## src/rtl/assoc_read_cache.sv

```systemverilog
module assoc_read_cache #(
  parameter int ADDR_W  = 15,
  parameter int DATA_W  = 12,
  parameter int ENTRIES = 8
) (
  input  logic              clk,
  input  logic              rst_n,
  input  logic              req_valid,
  output logic              req_ready,
  input  logic [ADDR_W-1:0] req_addr,
  output logic              rsp_valid,
  output logic [DATA_W-1:0] rsp_data,
  output logic              mem_req,
  output logic [ADDR_W-1:0] mem_addr,
  input  logic              mem_ready,
  input  logic [DATA_W-1:0] mem_data
);
  localparam int PTR_W = (ENTRIES > 1) ? $clog2(ENTRIES) : 1;
  localparam logic [PTR_W-1:0] LAST = PTR_W'(ENTRIES - 1);

  logic [ADDR_W-1:0]  tag_q [ENTRIES];
  logic [DATA_W-1:0]  dat_q [ENTRIES];
  logic [ENTRIES-1:0] vld_q;
  logic [ENTRIES-1:0] hit_vec;
  logic [PTR_W-1:0]   fill_ptr;
  logic [DATA_W-1:0]  hit_data;
  logic               busy;

  wire accept = req_valid && req_ready;
  wire fill   = busy && mem_ready;
  wire hit    = |hit_vec;

  assign req_ready = !busy;
  assign mem_req   = busy;

  for (genvar g = 0; g < ENTRIES; g++) begin : g_cmp
    assign hit_vec[g] = vld_q[g] && (tag_q[g] == req_addr);
  end

  always_comb begin
    hit_data = '0;
    for (int i = 0; i < ENTRIES; i++)
      if (hit_vec[i]) hit_data = hit_data | dat_q[i];
  end

  always_ff @(posedge clk or negedge rst_n) begin
    if (!rst_n) begin
      busy      <= 1'b0;
      vld_q     <= '0;
      fill_ptr  <= '0;
      rsp_valid <= 1'b0;
      rsp_data  <= '0;
      mem_addr  <= '0;
    end else begin
      rsp_valid <= 1'b0;
      if (accept) begin
        if (hit) begin
          rsp_valid <= 1'b1;
          rsp_data  <= hit_data;
        end else begin
          busy     <= 1'b1;
          mem_addr <= req_addr;
        end
      end
      if (fill) begin
        busy            <= 1'b0;
        rsp_valid       <= 1'b1;
        rsp_data        <= mem_data;
        vld_q[fill_ptr] <= 1'b1;
        fill_ptr        <= (fill_ptr == LAST) ? '0 : fill_ptr + 1'b1;
      end
    end
  end

  always_ff @(posedge clk) begin
    if (fill) begin
      tag_q[fill_ptr] <= mem_addr;
      dat_q[fill_ptr] <= mem_data;
    end
  end

  AST_SINGLE_MATCH: assert property (@(posedge clk) disable iff (!rst_n)
    $onehot0(hit_vec));
  AST_HIT_ANSWERS: assert property (@(posedge clk) disable iff (!rst_n)
    accept && hit |=> rsp_valid && !mem_req);
  AST_MISS_ISSUES: assert property (@(posedge clk) disable iff (!rst_n)
    accept && !hit |=> mem_req && mem_addr == $past(req_addr) && !rsp_valid);
  AST_MEM_HOLD: assert property (@(posedge clk) disable iff (!rst_n)
    mem_req && !mem_ready |=> mem_req && $stable(mem_addr));
  AST_FILL_ANSWERS: assert property (@(posedge clk) disable iff (!rst_n)
    mem_req && mem_ready |=> rsp_valid && req_ready && rsp_data == $past(mem_data));
  AST_FILL_GROWS: assert property (@(posedge clk) disable iff (!rst_n)
    fill && !(&vld_q) |=> $countones(vld_q) == $countones($past(vld_q)) + 1);
  AST_IDLE_READY: assert property (@(posedge clk) disable iff (!rst_n)
    !mem_req && mem_ready |=> !rsp_valid && !mem_req);
endmodule

```

## config.mk

```make
export PLATFORM = sky130hd
export DESIGN_NAME = assoc_read_cache
export DESIGN_NICKNAME = d
export VERILOG_FILES = /design/src/rtl/assoc_read_cache.sv
export SDC_FILE = /design/constraint.sdc
export NUM_CORES = 1
export LEC_CHECK = 0
export CORE_MARGIN = 4
export CORE_UTILIZATION = 35
export DETAILED_ROUTE_END_ITERATION = 12
export HOLD_SLACK_MARGIN = 0.1
export PLACE_DENSITY = 0.61
export SLEW_MARGIN = 0
export SYNTH_ARGS = -nofsm -noshare
export SYNTH_HDL_FRONTEND = slang
export SYNTH_SLANG_ARGS = --single-unit
```

## constraint.sdc

```tcl
create_clock -name clk -period 5.15 [get_ports clk]
set_input_delay 0.7725 -clock clk [delete_from_list [all_inputs] [get_ports clk]]
set_output_delay 0.7725 -clock clk [all_outputs]
set_load 0.05 [all_outputs]
```

==> impl_metrics.env <==
export IMPL_status="completed"
export IMPL_wl_per_cell_um=22.5
export IMPL_grt_overflow_total=0
export IMPL_fin_crit_ns=3.57
export IMPL_viasPerCell=5.18
export IMPL_whs_ns=0.355
export IMPL_grt_usage_pct=15.2
export IMPL_antenna_found_initial=0
export IMPL_relSlewSlack_pct=33.3
export IMPL_place_gp_congestion=0.792
export IMPL_cts_max_level=1
export IMPL_yosys_cell_types_count=31
export IMPL_sw_frac_of_total_pct=26.1
export IMPL_area_growth_pct=18.9
export IMPL_grt_pass1_wl_mm=36.7
export IMPL_diodes=0
export IMPL_drt_iter0_drc=465
export IMPL_finalCritPeriodShare_pct=69.3
export IMPL_setup_viol=0
export IMPL_post_cts_buffers=0
export IMPL_power_density_nw_per_um2=440
export IMPL_worst_path_max_fanout=16
export IMPL_ant_nets=0
export IMPL_wl_mm=24.3
export IMPL_die_h_um=179
export IMPL_path_delay_family="simple AND/OR/NAND/NOR gates"
export IMPL_cp_end_kind="flop"
export IMPL_cts_sinks=256
export IMPL_leakage_nw=3.79
export IMPL_clockRootBuffer="clkbuf_16"
export IMPL_die_width_um=179
export IMPL_dpl_cell_area_um2=11200
export IMPL_drc=0
export IMPL_clock_skew_ns=0.0129
export IMPL_rsz0062_at_grt="false"
export IMPL_core_area_um2=28700
export IMPL_cts_tree="built"
export IMPL_ys_seq_area_share_pct=73.6
export IMPL_worstMarginPinSlew_ns=0.997
export IMPL_hold_viol=0
export IMPL_io_buffers=60
export IMPL_required_ns=5.54
export IMPL_cp_slowest_stage_delay_ns=0.80
export IMPL_switching_power_mw=1.39
export IMPL_crit_buf_inv=2
export IMPL_drv_slew=0
export IMPL_cellInternalPower_mw=3.93
export IMPL_combPwrFrac_pct=13.1
export IMPL_final_cell_mix="216 x edfxtp_1, 120 x xnor2_1, 59 x clkdlybuf4s50_1"
export IMPL_clk_pin_slew_ns=0.06
export IMPL_cp_start_kind="primary input"
export IMPL_cp_slowest_cell="clkdlybuf4s50_1"
export IMPL_start_util_pct=35.5
export IMPL_cts_resized_gates=0
export IMPL_peakVddDrop_mv=0.254
export IMPL_fmax_mhz=280
export IMPL_synthCells=601
export IMPL_grt_pass1_vias=5830
export IMPL_cts_buffer_depth=3
export IMPL_synth_fp_nets=634
export IMPL_clk_insertion_delay_late_ns=0.52
export IMPL_num_vias=5579
export IMPL_final_layout_size_suffix_gt1_share_pct=13.5
export IMPL_fill_cells=2587
export IMPL_fin_nets=707
export IMPL_synth_area_um2=10200
export IMPL_cts_hold_buf=0
export IMPL_num_rows=62
export IMPL_worstSetupPathType="primary input to flop"
export IMPL_hold_class="primary input to async pin"
export IMPL_ios=61
export IMPL_cp_arrival_ns=3.96
export IMPL_cap_violations=0
export IMPL_stdcell_area_um2=12100
export IMPL_first_pass_iters=4
export IMPL_syn_avg_cell_area_um2=16.9
export IMPL_clkPwrFrac_pct=36.4
export IMPL_p_seq_share_pct=50.5
export IMPL_hpwl_mm=14.8
export IMPL_cts_buffers=26
export IMPL_grt_max_degree=41
export IMPL_ys_warn_count=0
export IMPL_die_area_um2=31900
export IMPL_tns_ns=0
export IMPL_final_common_cell="edfxtp_1"
export IMPL_synth_seq_cells=256
export IMPL_path_cells="clkdlybuf4s50_1 -> xnor2_1 -> nand4_1 -> nor4_2 -> buf_4 -> nor4_1 -> and2_1 -> nand2_8 -> mux2_1"
-- metal layers --
| layer | track usage (%) | share of wire [%] | vias to the layer above |
|---|---|---|---|
| met1 | 20.6 | 43 | 2905 |
| met4 | 4.19 | 2.1 | 0 |
| met3 | 2.31 | 5.5 | 36 |
| met2 | 25.7 | 49 | 176 |
| li1 | - | - | 2462 |
| met5 | 0 | 0 | - |
-- state kept, by name, summed over array words and instances (netlist names) --
| register | count |
|---|---|
| mem_addr | 15 |
| fill_ptr | 3 |
| mem_req | 1 |
| vld_q | 8 |
| rsp_valid | 1 |
| rsp_data | 12 |
| tag_q | 120 |
| dat_q | 96 |
-- synthesized netlist by cell type (all sizes together) --
| cell | instances | share of area (%) |
|---|---|---|
| nand2b | 3 | 0.26 |
| buf | 27 | 1.9 |
| dfrtp | 40 | 9.8 |
| or2 | 8 | 0.49 |
| mux2 | 15 | 1.7 |
| ha | 2 | 0.25 |
| and3 | 12 | 0.74 |
| nand4 | 32 | 2.0 |
| a22o | 24 | 2.1 |
| nor2 | 4 | 0.15 |
| and2b | 1 | 0.074 |
| a31oi | 12 | 0.74 |
| nor4 | 11 | 1.2 |
| edfxtp | 216 | 64 |
| inv | 1 | 0.037 |
| a22oi | 24 | 1.8 |
| o21ai | 13 | 0.64 |
| a21o | 1 | 0.074 |
| and2 | 2 | 0.12 |
| clkbuf | 5 | 0.18 |
| nand2 | 11 | 0.57 |
| xnor2 | 120 | 10 |
| nor3 | 5 | 0.25 |
| a221oi | 12 | 1.0 |
-- cell type report --
type	count	area, um2	share of cell area (%)
clock buffers	29	693	5.73
clock inverters	19	199	1.64
inverters	1	3.75	0.0310
multi-input cells	312	2510	20.7
flip-flops and latches	256	7490	61.9
well taps	384	480	3.97
repair buffers	77	723	5.98
-- path summary, 6_finish.rpt --
kind	slack, ns	from	end	cells after the start
worst min register to register	0.47	vld_q[2]	vld_q[2]	1
min in group clk	0.47	vld_q[2]	vld_q[2]	1
worst max-delay path	1.58	req_addr[3]	mem_addr[3]	9
worst min-delay path	0.35	rst_n	mem_addr[10]	2
worst max register to register	2.29	tag_q[7][2]	mem_addr[11]	8
max in group asynchronous	4.38	rst_n	vld_q[3]	2
-- cells by family (layout without fill, tap and decap cells) --
| logic type | count (synthesis) | in the layout | synth area share (%) |
|---|---|---|---|
| AO/OA/AOI/OAI | 86 | 86 | 6.32 |
| adder cells (fa/ha/maj) | 2 | 2 | 0.246 |
| buffers and inverters | 33 | 126 | 2.10 |
| multiplexers | 15 | 15 | 1.66 |
| XOR/XNOR | 120 | 120 | 10.3 |
| flip-flops | 256 | 256 | 73.6 |
| AND/OR/NAND/NOR | 89 | 89 | 5.78 |
-- stage by stage --
step           instances  setup WS, ns  utilization (%)  power (mW)
3_5_place_dp        1030          1.09             39.0        3.44
2_1_floorplan        601          1.17                -        3.12
4_1_cts             1078          1.62             42.1        5.36
5_1_grt             1078          1.40             42.1        5.51
3_3_place_gp        1030          1.12             39.0        3.41
6_report            1078          1.58             42.1        5.32
-- power by group through the flow --
stage / sequential [mW] / clock [mW] / combinational [mW]
2_1_floorplan: 2.83 / 0 / 0.288
3_3_place_gp: 2.71 / 0 / 0.694
3_5_place_dp: 2.73 / 0 / 0.706
4_1_cts: 2.69 / 1.96 / 0.708
5_1_grt: 2.71 / 2.05 / 0.747
6_report: 2.69 / 1.94 / 0.697
(Power assumes the default switching activity.)
